**src/rtl/usb_sofcap_pkg.sv**
```systemverilog
package usb_sofcap_pkg;

    localparam int          BYTE_W       = 8;
    localparam int          FRAME_W      = 11;
    localparam int          CRC_W        = 5;
    localparam int          PAYLOAD_BITS = 2 * BYTE_W;
    localparam int          FRAME_HI_W   = FRAME_W - BYTE_W;

    localparam logic [BYTE_W-1:0] SOF_PID      = 8'hA5;
    localparam logic [CRC_W-1:0]  CRC_POLY     = 5'b00101;
    localparam logic [CRC_W-1:0]  CRC_PRESET   = 5'b11111;
    localparam logic [CRC_W-1:0]  CRC_RESIDUAL = 5'b01100;

    typedef enum logic [1:0] {
        PS_IDLE = 2'd0,
        PS_LO   = 2'd1,
        PS_HI   = 2'd2
    } parse_st_e;

    typedef struct packed {
        parse_st_e         st;
        logic [BYTE_W-1:0] lo_byte;
    } parse_s;

    typedef struct packed {
        logic [FRAME_W-1:0] frame;
        logic               ok;
        logic               err;
        logic               irq;
    } regs_s;

    function automatic logic [CRC_W-1:0] crc5_step(input logic [CRC_W-1:0] c, input logic b);
        logic fb;
        fb = b ^ c[CRC_W-1];
        return {c[CRC_W-2:0], 1'b0} ^ ({CRC_W{fb}} & CRC_POLY);
    endfunction

endpackage

```
**src/rtl/usb_sofcap_crc5.sv**
```systemverilog
module usb_sofcap_crc5
    import usb_sofcap_pkg::*;
#(
    parameter int NBITS = PAYLOAD_BITS
) (
    input  logic [NBITS-1:0] bits_in,
    output logic [CRC_W-1:0] residual,
    output logic             good
);

    logic [CRC_W-1:0] chain [0:NBITS];

    assign chain[0] = CRC_PRESET;

    genvar i;
    generate
        for (i = 0; i < NBITS; i++) begin : g_stage
            assign chain[i+1] = crc5_step(chain[i], bits_in[i]);
        end
    endgenerate

    assign residual = chain[NBITS];
    assign good     = (chain[NBITS] == CRC_RESIDUAL);

endmodule

```
**src/rtl/usb_sofcap_parser.sv**
```systemverilog
module usb_sofcap_parser
    import usb_sofcap_pkg::*;
(
    input  logic               clk,
    input  logic               rst_n,
    input  logic               rx_valid,
    input  logic               rx_sop,
    input  logic               rx_eop,
    input  logic [BYTE_W-1:0]  rx_data,
    output logic               pid_hit,
    output logic               commit_full,
    output logic               commit_short,
    output logic [FRAME_W-1:0] frame_new,
    output logic               crc_good
);

    parse_s cur_q, nxt_d;

    assign pid_hit   = rx_valid && rx_sop && (rx_data == SOF_PID);
    assign frame_new = {rx_data[FRAME_HI_W-1:0], cur_q.lo_byte};

    usb_sofcap_crc5 #(.NBITS(PAYLOAD_BITS)) u_crc (
        .bits_in  ({rx_data, cur_q.lo_byte}),
        .residual (),
        .good     (crc_good)
    );

    always_comb begin
        nxt_d        = cur_q;
        commit_full  = 1'b0;
        commit_short = 1'b0;
        if (rx_valid && rx_sop) begin
            if (cur_q.st != PS_IDLE) commit_short = 1'b1;
            nxt_d.st = pid_hit ? PS_LO : PS_IDLE;
        end else if (rx_eop) begin
            if (cur_q.st != PS_IDLE) commit_short = 1'b1;
            nxt_d.st = PS_IDLE;
        end else if (rx_valid) begin
            case (cur_q.st)
                PS_LO: begin
                    nxt_d.lo_byte = rx_data;
                    nxt_d.st      = PS_HI;
                end
                PS_HI: begin
                    commit_full = 1'b1;
                    nxt_d.st    = PS_IDLE;
                end
                default: ;
            endcase
        end
    end

    always_ff @(posedge clk or negedge rst_n) begin
        if (!rst_n) begin
            cur_q <= '{st: PS_IDLE, lo_byte: '0};
        end else begin
            cur_q <= nxt_d;
        end
    end

    AST_PID_ARMS: assert property (@(posedge clk) disable iff (!rst_n)
        pid_hit |=> (cur_q.st == PS_LO));

    AST_FULL_NEEDS_LO: assert property (@(posedge clk) disable iff (!rst_n)
        commit_full |-> $past(cur_q.st) == PS_LO);

endmodule

```
**src/rtl/usb_sofcap_regs.sv**
```systemverilog
module usb_sofcap_regs
    import usb_sofcap_pkg::*;
(
    input  logic               clk,
    input  logic               rst_n,
    input  logic               pid_hit,
    input  logic               commit_full,
    input  logic               commit_short,
    input  logic [FRAME_W-1:0] frame_new,
    input  logic               crc_good,
    input  logic               irq_clr,
    output logic [BYTE_W-1:0]  frame_lo,
    output logic [BYTE_W-1:0]  frame_hi,
    output logic               sof_irq
);

    regs_s cur_q, nxt_d;

    always_comb begin
        nxt_d = cur_q;
        if (commit_full) begin
            nxt_d.frame = frame_new;
            nxt_d.ok    = crc_good;
            nxt_d.err   = !crc_good;
        end else if (commit_short) begin
            nxt_d.ok    = 1'b0;
            nxt_d.err   = 1'b1;
        end
        if (pid_hit) begin
            nxt_d.irq = 1'b1;
        end else if (irq_clr) begin
            nxt_d.irq = 1'b0;
        end
    end

    always_ff @(posedge clk or negedge rst_n) begin
        if (!rst_n) begin
            cur_q <= '0;
        end else begin
            cur_q <= nxt_d;
        end
    end

    assign frame_lo = cur_q.frame[BYTE_W-1:0];
    assign frame_hi = {2'b00, cur_q.ok, cur_q.err, 1'b0, cur_q.frame[FRAME_W-1:BYTE_W]};
    assign sof_irq  = cur_q.irq;

    AST_FLAGS_EXCL: assert property (@(posedge clk) disable iff (!rst_n)
        !(cur_q.ok && cur_q.err));

    AST_COMMIT_ONE_FLAG: assert property (@(posedge clk) disable iff (!rst_n)
        (commit_full || commit_short) |=> (cur_q.ok ^ cur_q.err));

    AST_SHORT_KEEPS_FRAME: assert property (@(posedge clk) disable iff (!rst_n)
        (commit_short && !commit_full) |=> $stable(cur_q.frame));

    AST_IRQ_SET_WINS: assert property (@(posedge clk) disable iff (!rst_n)
        pid_hit |=> sof_irq);

    AST_IRQ_STICKY: assert property (@(posedge clk) disable iff (!rst_n)
        (sof_irq && !irq_clr) |=> sof_irq);

    AST_IRQ_CLEARS: assert property (@(posedge clk) disable iff (!rst_n)
        (irq_clr && !pid_hit) |=> !sof_irq);

endmodule

```
**src/rtl/usb_sof_capture.sv**
```systemverilog
module usb_sof_capture
    import usb_sofcap_pkg::*;
(
    input  logic              clk,
    input  logic              rst_n,
    input  logic              rx_valid,
    input  logic              rx_sop,
    input  logic              rx_eop,
    input  logic [BYTE_W-1:0] rx_data,
    input  logic              irq_clr,
    output logic [BYTE_W-1:0] frame_lo,
    output logic [BYTE_W-1:0] frame_hi,
    output logic              sof_irq
);

    logic               pid_hit;
    logic               commit_full;
    logic               commit_short;
    logic [FRAME_W-1:0] frame_new;
    logic               crc_good;

    usb_sofcap_parser u_parser (
        .clk          (clk),
        .rst_n        (rst_n),
        .rx_valid     (rx_valid),
        .rx_sop       (rx_sop),
        .rx_eop       (rx_eop),
        .rx_data      (rx_data),
        .pid_hit      (pid_hit),
        .commit_full  (commit_full),
        .commit_short (commit_short),
        .frame_new    (frame_new),
        .crc_good     (crc_good)
    );

    usb_sofcap_regs u_regs (
        .clk          (clk),
        .rst_n        (rst_n),
        .pid_hit      (pid_hit),
        .commit_full  (commit_full),
        .commit_short (commit_short),
        .frame_new    (frame_new),
        .crc_good     (crc_good),
        .irq_clr      (irq_clr),
        .frame_lo     (frame_lo),
        .frame_hi     (frame_hi),
        .sof_irq      (sof_irq)
    );

    AST_PID_BEFORE_DATA: assert property (@(posedge clk) disable iff (!rst_n)
        pid_hit |=> $stable(frame_lo));

endmodule

```
**config.mk**
```make
export PLATFORM = sky130hd
export DESIGN_NAME = usb_sof_capture
export DESIGN_NICKNAME = d
export VERILOG_FILES = /design/src/rtl/usb_sofcap_pkg.sv /design/src/rtl/usb_sofcap_crc5.sv /design/src/rtl/usb_sofcap_parser.sv /design/src/rtl/usb_sofcap_regs.sv /design/src/rtl/usb_sof_capture.sv
export SDC_FILE = /design/constraint.sdc
export NUM_CORES = 1
export LEC_CHECK = 0
export CORE_UTILIZATION = 50
export CTS_BUF_LIST = sky130_fd_sc_hd__clkbuf_4
export CTS_CLUSTER_SIZE = 12
export DETAILED_ROUTE_END_ITERATION = 8
export GPL_ROUTABILITY_DRIVEN = 0
export PLACE_DENSITY = 0.78
export SLEW_MARGIN = 5
export SYNTH_ARGS = -nofsm -noshare
export SYNTH_HDL_FRONTEND = slang
export SYNTH_HIERARCHICAL = 1
export SYNTH_SLANG_ARGS = --single-unit
```
**constraint.sdc**
```tcl
create_clock -name clk -period 5 [get_ports clk]
set_clock_uncertainty 0.15 [all_clocks]
set_input_delay 1.25 -clock clk [delete_from_list [all_inputs] [get_ports clk]]
set_output_delay 1.25 -clock clk [all_outputs]
set_load 0.1 [all_outputs]
```
==> results.cfg <==
[layout]
insertedDiodeCount = 0
syn2layout_area_growth_pct = 13.2
fin_util = 0.603
nets = 144
final_common_cell = clkdlybuf4s50_1
drive_gt1_frac = 0.254
fin_cells = 157
layout_common_cells = clkdlybuf4s50_1 (27), dfrtp_1 (24), mux2_4 (14)

[clock_tree]
cts_setup_buffers = 0
insertion_delay_ns = 0.31
clockBufferDepth = 2
postCtsHoldBufs = 0
path_clk_slew_ns = 0.13
h-tree-depth = 1
cts_tree = done
cts_sinks = 24
cts_resized = 0
cts_root_buf = clkbuf_4
cts_made_buffers = 3

[power]
p_total_uw = 344
powerDensity_nw_per_um2 = 205
leakage_uw = 0.000786
power_frac_clock = 0.252
power_frac_comb = 0.178
p_sw_frac = 0.270
p_seq_frac = 0.570
ir_worst_vdd_v = 0.000196
p_int_uw = 251
p_switching_uw = 93.0

[route]
drt-wirelength-per-cell_microns = 15.2
dr_total_vias = 824
detail_route.first_pass.iterations = 2
top_layer = met4
wl_met3_microns = 97
ant_nets = 0
wl_met1_microns = 1090
drc = 0
drt_iter0_drc = 12
route.final.wire_length_microns = 2390
wl_met2_microns = 1190
viasPerCell = 5.25

[place]
dp_slack_ns = 1.64
hpwl_microns = 1830
io_buffers = 27
place_inst = 153

[critical_path]
rrSetupSlack_ns = 2.65
cp_slowest_cell = clkdlybuf4s50_1
end_kind = primary output
path_delay_family = buffers and inverters
worstPathCellList = clkdlybuf4s50_1
max_stage_delay_ns = 1.15
startpoint_type = flip-flop
r2r-end = u_regs/frame_hi[5]$_DFFE_PN0P_
path_max_fanout = 2
critPathKind = reg2out
reg2reg_depth = 6
crit_required_ns = 3.60
path_buf_inv = 1
worstPathArrival_ns = 1.84
r2r-start = u_parser/frame_new[0]$_DFFE_PN0P_

[yosys]
syn_inst = 110
syn-mean-instance-area_sq_um = 13.5
yosysWarnings = 6
syn_area_sq_um = 1480

[sta]
finalSetupViolations = 0
finalCriticalPeriod_ns = 3.24
hold_violations = 0
tns_ns = 0
fmax_ghz = 0.308
tightest_slew_ns = 1.05
worst_slack_ns = 1.76
rsz0062_at_grt = false
maxSlewViolCount = 0
min_period_over_period = 0.649
maxSlewHeadroom = 0.297

[worst_hold_path]
holdPathEnd = u_regs/sof_irq$_DFFE_PN0P_
hold_start = u_regs/sof_irq$_DFFE_PN0P_
hold_depth = 1
hp-class = reg2reg

[floorplanning]
initial_core_util = 0.533
io_pins = 31
die_area_sq_um = 3180
die_h_microns = 56.4
core_area_sq_um = 2780
row_count = 19
die_x_microns = 56.4

[flow_run]
max-cap-violations = 0

[status]
status = finished, final reports clean

[global_route]
grt_max_degree = 25
grt_pass1_vias = 843
grtUsageTotal = 0.170
grt-ovfl-total = 0
antenna_found_initial = 0
grt_first_pass_wirelength_microns = 4130
-- how the worst max path moves through the flow --
stage / cells after the start / to / from / slack [ns]
after floorplan: 6 / u_regs/frame_hi[5]$_DFFE_PN0P_ / rx_data[1] / 2.34
after global placement: 7 / u_regs/frame_hi[4]$_DFFE_PN0P_ / rx_data[2] / 1.73
after detailed placement: 7 / u_regs/frame_hi[5]$_DFFE_PN0P_ / rx_data[2] / 1.64
after CTS: 1 / frame_lo[6] / u_regs/frame_lo[6]$_DFFE_PN0P_ / 1.73
after global routing: 1 / frame_lo[6] / u_regs/frame_lo[6]$_DFFE_PN0P_ / 1.68
final: 1 / frame_lo[6] / u_regs/frame_lo[6]$_DFFE_PN0P_ / 1.76
-- through the flow --
stage	instance area (sq um)	hold WS (ns)
finish	1680	0.356
global route	1680	0.371
CTS	1680	0.357
detailed placement	1650	0.322
global placement	1650	0.317
floorplan	1490	0.360
-- registers in the layout, summed over array words and instances (netlist names) --
register	count
u_regs/sof_irq	1
u_regs/frame_hi	5
u_parser/cur_q	2
u_regs/frame_lo	8
u_parser/frame_new	8
-- routing by layer --
metal / vias to the layer above / global-route usage
met2: 21 / 0.282
li1: 387 / -
met4: 0 / 0.0383
met1: 413 / 0.218
met5: - / 0
met3: 3 / 0.0530
-- power groups by stage --
| stage | logic, uW | clock network, uW | registers (uW) |
|---|---|---|---|
| 3_5_place_dp | 62.1 | 0 | 200 |
| 4_1_cts | 62.3 | 91.7 | 196 |
| 5_1_grt | 66.0 | 98.6 | 196 |
| 3_3_place_gp | 60.9 | 0 | 200 |
| 6_report | 61.3 | 86.7 | 196 |
| 2_1_floorplan | 39.3 | 0 | 204 |
-- layout make-up --
type / instances / area, sq um
clock buffer: 3 / 22.5
clock inverter: 1 / 3.75
fill: 232 / 1100
inverter: 5 / 18.8
multi-input combinational: 66 / 722
sequential: 24 / 601
tap: 31 / 38.8
timing repair buffer: 27 / 270
(Power assumes the default switching activity.)
